[src/rtl/hec_pkg.sv]
package hec_pkg;

   // Per-octet control decoded by the sequencer
   typedef struct packed {
      logic start;     // octet is octet 1 of a header
      logic covered;   // octet enters the remainder
      logic tx_fire;   // octet is the last covered position
      logic rx_fire;   // octet is the received check octet
   } hec_ctl_t;

endpackage

[src/rtl/hec_octet_seq.sv]
module hec_octet_seq
   import hec_pkg::*;
#(
   parameter int HDR_OCTETS     = 4,
   parameter bit SHORT_COVER_EN = 1'b1
) (
   input  logic     clk,
   input  logic     rst_n,
   input  logic     skip_first,
   input  logic     in_valid,
   input  logic     in_sop,
   output hec_ctl_t ctl,
   output logic     accept
);
   localparam int POS_W = $clog2(HDR_OCTETS + 1);
   localparam logic [POS_W-1:0] LAST_COV = POS_W'(HDR_OCTETS - 1);
   localparam logic [POS_W-1:0] CHK_POS  = POS_W'(HDR_OCTETS);

   logic             active_q;
   logic [POS_W-1:0] next_pos_q;
   logic [POS_W-1:0] pos;
   logic             skip_eff;

   generate
      if (SHORT_COVER_EN) begin : g_short
         assign skip_eff = skip_first;
      end else begin : g_full
         assign skip_eff = 1'b0;
      end
   endgenerate

   assign accept = in_valid && (in_sop || active_q);
   assign pos    = in_sop ? '0 : next_pos_q;

   always_comb begin
      ctl.start   = accept && in_sop;
      ctl.covered = accept && (pos < CHK_POS) && !(skip_eff && pos == '0);
      ctl.tx_fire = accept && (pos == LAST_COV);
      ctl.rx_fire = accept && (pos == CHK_POS);
   end

   always_ff @(posedge clk) begin
      if (!rst_n) begin
         active_q   <= 1'b0;
         next_pos_q <= '0;
      end else if (accept) begin
         if (pos == CHK_POS) begin
            active_q   <= 1'b0;
            next_pos_q <= '0;
         end else begin
            active_q   <= 1'b1;
            next_pos_q <= pos + 1'b1;
         end
      end
   end

   // a start marker always restarts at position 1
   a_r7_sop_restarts: assert property (@(posedge clk) disable iff (!rst_n)
      (in_valid && in_sop) |=> (active_q && next_pos_q == POS_W'(1)));
endmodule

[src/rtl/hec_crc_acc.sv]
module hec_crc_acc
   import hec_pkg::*;
#(
   parameter int                OCTET_W  = 8,
   parameter logic [OCTET_W-1:0] GEN_POLY = 8'h07
) (
   input  logic               clk,
   input  logic               rst_n,
   input  logic               accept,
   input  hec_ctl_t           ctl,
   input  logic [OCTET_W-1:0] octet,
   output logic [OCTET_W-1:0] crc_now
);
   logic [OCTET_W-1:0] crc_q;
   logic [OCTET_W-1:0] base;

   function automatic logic [OCTET_W-1:0] step_octet(
      input logic [OCTET_W-1:0] c_in, input logic [OCTET_W-1:0] d);
      logic [OCTET_W-1:0] c;
      logic               fb;
      c = c_in;
      for (int i = OCTET_W - 1; i >= 0; i--) begin
         fb = c[OCTET_W-1] ^ d[i];
         c  = {c[OCTET_W-2:0], 1'b0} ^ (fb ? GEN_POLY : '0);
      end
      return c;
   endfunction

   assign base    = ctl.start ? '0 : crc_q;
   assign crc_now = ctl.covered ? step_octet(base, octet) : base;

   always_ff @(posedge clk) begin
      if (!rst_n)      crc_q <= '0;
      else if (accept) crc_q <= crc_now;
   end
endmodule

[src/rtl/hec_result.sv]
module hec_result
   import hec_pkg::*;
#(
   parameter int                OCTET_W   = 8,
   parameter logic [OCTET_W-1:0] COSET_PAT = 8'h55
) (
   input  logic               clk,
   input  logic               rst_n,
   input  logic               coset_en,
   input  hec_ctl_t           ctl,
   input  logic [OCTET_W-1:0] octet,
   input  logic [OCTET_W-1:0] crc_now,
   output logic               tx_valid,
   output logic [OCTET_W-1:0] tx_val,
   output logic               rx_valid,
   output logic               rx_ok,
   output logic [OCTET_W-1:0] rx_syn
);
   logic [OCTET_W-1:0] adjusted;

   generate
      if (COSET_PAT == '0) begin : g_no_coset
         assign adjusted = crc_now;
      end else begin : g_coset
         assign adjusted = crc_now ^ (coset_en ? COSET_PAT : '0);
      end
   endgenerate

   always_ff @(posedge clk) begin
      if (!rst_n) begin
         tx_valid <= 1'b0;
         tx_val   <= '0;
         rx_valid <= 1'b0;
         rx_ok    <= 1'b0;
         rx_syn   <= '0;
      end else begin
         tx_valid <= ctl.tx_fire;
         rx_valid <= ctl.rx_fire;
         if (ctl.tx_fire) tx_val <= adjusted;
         if (ctl.rx_fire) begin
            rx_syn <= octet ^ tx_val;
            rx_ok  <= (octet == tx_val);
         end
      end
   end

   // transmit pulse lasts one cycle
   a_r5_tx_single_pulse: assert property (@(posedge clk) disable iff (!rst_n)
      tx_valid |=> !tx_valid);
   // check result never coincides with a transmit result
   a_r6_tx_rx_apart: assert property (@(posedge clk) disable iff (!rst_n)
      !(tx_valid && rx_valid));
   // the transmitted value is not disturbed by the check octet
   a_r8_tx_held_at_check: assert property (@(posedge clk) disable iff (!rst_n)
      rx_valid |-> $stable(tx_val));
endmodule

[src/rtl/hec_unit.sv]
module hec_unit #(
   parameter int   OCTET_W        = 8,
   parameter int   HDR_OCTETS     = 4,
   parameter logic [OCTET_W-1:0] GEN_POLY  = 8'h07,
   parameter logic [OCTET_W-1:0] COSET_PAT = 8'h55,
   parameter bit   SHORT_COVER_EN = 1'b1
) (
   input  logic               clk,
   input  logic               rst_n,
   input  logic               cfg_skip_first,
   input  logic               cfg_coset_en,
   input  logic               hdr_valid,
   input  logic               hdr_sop,
   input  logic [OCTET_W-1:0] hdr_octet,
   output logic               tx_hec_valid,
   output logic [OCTET_W-1:0] tx_hec,
   output logic               rx_chk_valid,
   output logic               rx_match,
   output logic [OCTET_W-1:0] rx_syndrome
);
   import hec_pkg::*;

   generate
      if (HDR_OCTETS < 2) begin : g_bad_len
         $error("hec_unit: HDR_OCTETS must be at least 2");
      end
      if (OCTET_W < 2) begin : g_bad_width
         $error("hec_unit: OCTET_W must be at least 2");
      end
   endgenerate

   hec_ctl_t ctl;
   logic     accept;
   logic [OCTET_W-1:0] crc_now;

   hec_octet_seq #(
      .HDR_OCTETS    (HDR_OCTETS),
      .SHORT_COVER_EN(SHORT_COVER_EN)
   ) u_seq (
      .clk       (clk),
      .rst_n     (rst_n),
      .skip_first(cfg_skip_first),
      .in_valid  (hdr_valid),
      .in_sop    (hdr_sop),
      .ctl       (ctl),
      .accept    (accept)
   );

   hec_crc_acc #(
      .OCTET_W (OCTET_W),
      .GEN_POLY(GEN_POLY)
   ) u_crc (
      .clk    (clk),
      .rst_n  (rst_n),
      .accept (accept),
      .ctl    (ctl),
      .octet  (hdr_octet),
      .crc_now(crc_now)
   );

   hec_result #(
      .OCTET_W  (OCTET_W),
      .COSET_PAT(COSET_PAT)
   ) u_res (
      .clk     (clk),
      .rst_n   (rst_n),
      .coset_en(cfg_coset_en),
      .ctl     (ctl),
      .octet   (hdr_octet),
      .crc_now (crc_now),
      .tx_valid(tx_hec_valid),
      .tx_val  (tx_hec),
      .rx_valid(rx_chk_valid),
      .rx_ok   (rx_match),
      .rx_syn  (rx_syndrome)
   );

   // a transmit result always follows an accepted octet
   a_r5_tx_after_octet: assert property (@(posedge clk) disable iff (!rst_n)
      tx_hec_valid |-> $past(hdr_valid));
   // a check result always follows a non-start octet
   a_r6_rx_after_octet: assert property (@(posedge clk) disable iff (!rst_n)
      rx_chk_valid |-> $past(hdr_valid && !hdr_sop));
endmodule

[config.mk]
export PLATFORM = sky130hd
export DESIGN_NAME = hec_unit
export DESIGN_NICKNAME = d
export VERILOG_FILES = /design/src/rtl/hec_pkg.sv /design/src/rtl/hec_octet_seq.sv /design/src/rtl/hec_crc_acc.sv /design/src/rtl/hec_result.sv /design/src/rtl/hec_unit.sv
export SDC_FILE = /design/constraint.sdc
export NUM_CORES = 1
export LEC_CHECK = 0
export CAP_MARGIN = 20
export CORE_AREA = 2 2 67 69
export CTS_CLUSTER_DIAMETER = 60
export CTS_CLUSTER_SIZE = 10
export DETAILED_ROUTE_END_ITERATION = 10
export DIE_AREA = 0 0 69 71
export PLACE_DENSITY_LB_ADDON = 0.05
export SLEW_MARGIN = 15
export SYNTH_ARGS = -nofsm -noshare
export SYNTH_HDL_FRONTEND = slang
export SYNTH_SLANG_ARGS = --single-unit
[constraint.sdc]
create_clock -name clk -period 2.2 [get_ports clk]
set_input_delay 0.55 -clock clk [delete_from_list [all_inputs] [get_ports clk]]
set_output_delay 0.55 -clock clk [all_outputs]
set_load 0.01 [all_outputs]
Word-level counts from Yosys, hierarchy flattened
Index checks and enable logic that the tools add are counted.
{ "totals": {"output_inout_bits": 19, "ff_bits": 31, "word_cells": 55} }
{ "op_classes": {"n_bitwise": 18, "muxes": 14, "add_sub_neg": 1, "magnitude_cmp": 1, "n_eq_ne": 3, "n_reduce_logical": 10} }
{ "op_table": {"columns": ["cell", "n"], "rows": [
  ["XOR 8 bit", 10],
  ["two-way mux 3 bit", 10],
  ["two-way mux 8 bit", 2],
  ["== test 8 bit", 1],
  ["XOR 1 bit", 8],
  ["logical AND 1 bit", 7],
  ["two-way mux 7 bit", 1],
  ["adder 3 x 1 -> 3 bit (second input constant)", 1],
  ["== test 3 x 2 -> 1 bit (second input constant)", 1],
  ["== test 3 bit (second input constant)", 1],
  ["logical NOT 3 bit", 1],
  ["less-than comparator 3 bit (second input constant)", 1],
  ["logical NOT 1 bit", 1],
  ["logical OR 1 bit", 1],
  ["two-way mux 1 bit", 1]
]} }

Longest topological paths before layout
{ "logic_depth": {"word_depth": 30, "mapped_depth": 10, "ltp_nobuf": 8} }

By module
From an unflattened synthesis, not the netlist that was laid out.
{ "unflattened": {"cells_unflattened": 215, "area_unflattened_um2": 1953.1} }
{ "by_module_without_submodules": {"columns": ["module", "instances", "area_each_um2", "cells_per_inst"], "rows": [
  ["hec_crc_acc", 1, 914.6, 106],
  ["hec_result", 1, 792.0, 76],
  ["hec_octet_seq", 1, 246.5, 33]
]} }

Worst setup path before layout
OpenSTA, ideal clock, no wires.
{ "synth_path": {"path_type": "input -> register", "start": "input hdr_sop", "end": "register u_res.tx_val[1]", "path_buffers": 1, "cell_stages": 9, "slack_ns": -0.088, "arrival_ns": 2.219, "setup_ns": 0.070, "path_cell_list": "clkbuf_1 -> nand2b_1 -> ha_1 -> nand2_1 -> o211ai_1 -> or3_2 -> a21oi_1 -> a311oi_1 -> a21oi_1"} }
{ "synth_between": {"elab_chain_len": 18, "elab_cells_between_ends": 31, "cone_classes": "1 x order compare; 1 x eq/ne; 7 x mux; 13 x bitwise; 9 x reduce/logical"} }
{ "synth_lines": {"columns": ["element", "line", "text"], "rows": [
  ["start: declaration", "hec_unit.sv:13", "input logic hdr_sop,"],
  ["logical OR 1 bit", "hec_octet_seq.sv:32", "assign accept = in_valid && (in_sop || active_q);"],
  ["logical AND 1 bit", "hec_octet_seq.sv:32", null],
  ["logical AND 1 bit", "hec_octet_seq.sv:36", "ctl.start = accept && in_sop;"],
  ["two-way mux 8 bit", "hec_crc_acc.sv:29", "assign base = ctl.start ? '0 : crc_q;"],
  ["XOR 1 bit / XOR 8 bit (equally long branches)", "hec_crc_acc.sv:23, hec_crc_acc.sv:24", null],
  ["two-way mux 3 bit / XOR 1 bit (equally long branches)", "hec_crc_acc.sv:24, hec_crc_acc.sv:23", null],
  ["XOR 8 bit / two-way mux 3 bit (equally long branches)", "hec_crc_acc.sv:24", "c = {c[OCTET_W-2:0], 1'b0} ^ (fb ? GEN_POLY : '0);"],
  ["XOR 8 bit (5 in a row)", "hec_crc_acc.sv:24", null],
  ["XOR 1 bit / XOR 8 bit (equally long branches)", "hec_crc_acc.sv:23, hec_crc_acc.sv:24", null],
  ["two-way mux 3 bit / XOR 1 bit (equally long branches)", "hec_crc_acc.sv:24, hec_crc_acc.sv:23", null],
  ["XOR 8 bit / two-way mux 3 bit (equally long branches)", "hec_crc_acc.sv:24", null],
  ["XOR 8 bit", "hec_crc_acc.sv:24", null],
  ["two-way mux 8 bit", "hec_crc_acc.sv:30", "assign crc_now = ctl.covered ? step_octet(base, octet) : base;"],
  ["XOR 8 bit", "hec_result.sv:25", "assign adjusted = crc_now ^ (coset_en ? COSET_PAT : '0);"],
  ["end signal: assignment", "hec_result.sv:39", "if (ctl.tx_fire) tx_val <= adjusted;"],
  ["end: declaration", "hec_result.sv:14", "output logic [OCTET_W-1:0] tx_val,"]
]} }
Several ways; a longest one is shown, not always the timed one.
A chain may end at the register's enable or synchronous reset.

Worst setup path in the final report
{ "layout_path": {"start": "input hdr_octet[7]", "end": "register u_crc.crc_q[0]"} }
{ "layout_between": {"elab_chain_len": 13} }
{ "layout_lines": {"columns": ["element", "line", "text"], "rows": [
  ["start: declaration", "hec_unit.sv:14", "input logic [OCTET_W-1:0] hdr_octet,"],
  ["XOR 1 bit", "hec_crc_acc.sv:23", "fb = c[OCTET_W-1] ^ d[i];"],
  ["two-way mux 3 bit", "hec_crc_acc.sv:24", null],
  ["XOR 8 bit (7 in a row)", "hec_crc_acc.sv:24", null],
  ["XOR 1 bit", "hec_crc_acc.sv:23", null],
  ["two-way mux 3 bit", "hec_crc_acc.sv:24", null],
  ["XOR 8 bit", "hec_crc_acc.sv:24", null],
  ["two-way mux 8 bit", "hec_crc_acc.sv:30", null],
  ["end signal: assignment", "hec_crc_acc.sv:34", "else if (accept) crc_q <= crc_now;"],
  ["end: declaration", "hec_crc_acc.sv:14", "logic [OCTET_W-1:0] crc_q;"]
]} }
Every way passes these cells.

==> impl_metrics.py <==
metrics = {
    "hold_path": {
        "holdPathStages": 2,
        "hp-start": "u_res.rx_ok",
        "worst_hold_path_type": "flop to flop",
    },
    "cts": {
        "path_clk_slew_ns": 0.06,
        "cts_num_sinks": 31,
        "cts_tree": "yes",
        "clock_latency_ns": 0.29,
        "cts_max_path_buffers": 2,
        "h-tree-depth": 2,
        "cts_buffers": 5,
        "cts-root-buf": "clkbuf_8",
    },
    "sta": {
        "fmax_ghz": 0.465,
        "rsz0062_at_grt": "no",
        "setup_viol": 0,
        "post-route-min-period_ns": 2.15,
        "slew_headroom_pct": 60.9,
        "fin_skew_ns": 0.0101,
        "whs_ns": 0.491,
        "fin_crit_sh_pct": 97.8,
        "slew_viol_final": 0,
        "hold_violations": 0,
        "worst_pin_slew_ns": 0.581,
        "final.setup.tns_ns": 0,
    },
    "logic_synthesis": {
        "synth_most_common_cell": "dfxtp_1",
        "syn_avg_cell_area_um2": 9.23,
        "yosys.area.top_type_share_pct": 32.8,
        "netlist_instances": 205,
        "yosys_most_used_dff": "dfxtp_1",
        "synth-seq-area-share_pct": 32.8,
        "yosysTopAreaCell": "dfxtp_1",
        "ys_warn_count": 0,
        "synthesis.area_mm2": 0.00189,
        "yosysUniqueCellTypes": 47,
        "synthTopCellsByArea": "dfxtp_1 (33%), xnor3_1 (5.9%), xor2_1 (5.6%), xnor2_1 (5.1%), mux2i_1 (4.8%)",
        "synth-seq-cells": 31,
        "async_reset_ff_share_pct": 0,
        "synthesis.nets": 222,
        "synth_edf_count": 0,
        "synth_common_cells": "dfxtp_1 (31), nor2b_1 (14), nand2_1 (13)",
    },
    "layout": {
        "postLayoutCoreUtil_pct": 65.3,
        "multiInputGateArea_mm2": 0.00129,
        "syn2layout_area_growth_pct": 44.9,
        "nFillCells": 356,
        "seq_area_um2": 621,
        "finalInstanceArea_mm2": 0.00274,
        "nNetsFinal": 289,
        "drive_above_1_share_pct": 24.5,
        "diodes": 0,
    },
    "floorplanning": {
        "fp.dieW_um": 69,
        "ioPinCount": 33,
        "rows": 24,
        "coreArea_mm2": 0.00420,
        "start_util_pct": 45.0,
        "die_h_um": 71,
        "die-area_mm2": 0.00490,
    },
    "grt": {
        "antenna_found_initial": 0,
        "grt_pass1_vias": 1703,
        "globalRouteOverflowTotal": 0,
        "grt_use_total_pct": 20.9,
        "grt_pass1_wl_mm": 8.16,
        "grt_max_degree": 22,
    },
    "routing": {
        "ant_nets": 0,
        "drtPass1Iterations": 4,
        "via_count": 1708,
        "avgViaCountPerCell": 5.26,
        "post_drt_wl_per_cell_um": 15.3,
        "drt_iter0_markers": 49,
        "drcViolationCount": 0,
        "routed_wl_mm": 4.96,
    },
    "setup_path": {
        "path_class": "input pin to flop",
        "endpoint_kind": "flop",
        "r2r_start": "u_seq.next_pos_q[0]",
        "path_max_fanout": 3,
        "rrSetupSlack_ns": 0.34,
        "r2r_cells": 8,
        "rr_endpoint": "u_res.tx_val[3]",
        "crit_start": "hdr_octet[7]",
        "crit_path_end": "u_crc.crc_q[0]",
        "required_ns": 2.38,
        "worstPathArrival_ns": 2.33,
        "cp-start-kind": "input pin",
    },
    "power": {
        "peakVddDrop_v": 0.000338,
        "clkPwrFrac_pct": 37.4,
        "power.density_mw_per_mm2": 570,
        "intPower_uw": 1160,
        "power.leakage_uw": 0.00118,
        "p_seq_share_pct": 38.0,
        "finalPower_uw": 1560,
        "p_sw_uw": 404,
        "pwr-share-comb_pct": 24.7,
        "switching_share_pct": 25.9,
    },
    "place": {
        "dpl_cell_area_mm2": 0.00255,
        "globalplace.congestion": 0.834,
        "hpwl_mm": 3.78,
        "port_buffers": 32,
    },
    "status": {
        "status": "complete, no violations",
    },
    "job": {
        "cap_violations": 0,
    },
}
## power by group through the flow
| stage | Clock, µW | Combinational, µW | Sequential (µW) |
|---|---|---|---|
| 6_report | 584 | 385 | 594 |
| 5_1_grt | 630 | 413 | 596 |
| 4_1_cts | 600 | 376 | 593 |
| 3_5_place_dp | 0 | 361 | 606 |
| 3_3_place_gp | 0 | 353 | 605 |
| 2_1_floorplan | 0 | 226 | 600 |
## flip-flops by register name, summed over array words and instances, names as in the netlist
name,flops
u_crc.crc_q,8
u_res.rx_syn,8
u_res.tx_val,8
u_seq.next_pos_q,3
u_res.rx_ok,1
u_res.rx_valid,1
u_res.tx_valid,1
u_seq.active_q,1
## kinds of logic (layout without fill, tap and decap cells)
logic type               after synthesis  in the layout  synth area share (%)
flip-flops                            31             31                  32.8
AND/OR/NAND/NOR                       72             72                  21.0
adder cells (fa/ha/maj)                3              3                  1.98
buffers and inverters                 15             83                  3.04
multiplexers                          11             11                  5.95
AO/OA/AOI/OAI                         42             42                  14.7
XOR/XNOR                              31             31                  20.6
## worst max-delay path: stages
cell	delay, ns
clkdlybuf4s50_1	0.51
xor3_1	0.39
mux2_4	0.33
a22oi_2	0.16
o21ai_2	0.11
buf_4	0.14
and2_1	0.14
## through the flow
stage                     instances  setup WS (ns)
after detailed placement        316         -0.505
after CTS                       324        0.00643
after floorplan                 205         0.0207
after global routing            325        0.00410
final                           325         0.0477
after global placement          316         -0.456
## routing by layer
metal  vias to the layer above  wire length, µm  GRT usage, %
met5                         -                0             0
met4                         0              108          8.71
met3                        13              240          4.27
met2                        45             2500          36.2
met1                       801             2110          25.4
li1                        849                -             -
## timing repair
item / 4_1_cts / 5_1_grt
hold buffers: 0 / 0
setup endpoints to repair: 11 / 9
pin swaps: 9 / 4
gates cloned: 0 / 0
setup buffers: 0 / 1
gates resized for setup: 13 / 7
## worst min-delay path by stage
stage	slack, ns	endpoint
global route	0.54	u_res.rx_syn[5]
global placement	0.47	u_res.rx_ok
CTS	0.49	u_res.rx_ok
detailed placement	0.48	u_res.rx_ok
finish	0.49	u_res.rx_ok
floorplan	0.50	u_res.rx_ok
## cells in the final DEF (no fill, tap or decap), drive strengths merged, types with 4 or more instances in the layout
cell,count
o21ai,10
nand3,5
clkbuf,6
and2,8
xnor3,6
a21oi,12
xor2,12
nand2b,5
clkdlybuf4s50,27
xnor2,12
buf,39
mux2i,9
nor2,9
nor2b,14
and3,6
nand2,13
dfxtp,31
inv,4
## final cells by class
| class | instances | share of cell area, % |
|---|---|---|
| multi-input combinational | 159 | 47.2 |
| clock buffer | 6 | 3.01 |
| inverter | 4 | 0.547 |
| timing repair buffer | 71 | 23.0 |
| sequential | 31 | 22.6 |
| clock inverter | 2 | 1.28 |
| tap | 52 | 2.37 |
Power figures use the tool's default switching activity.
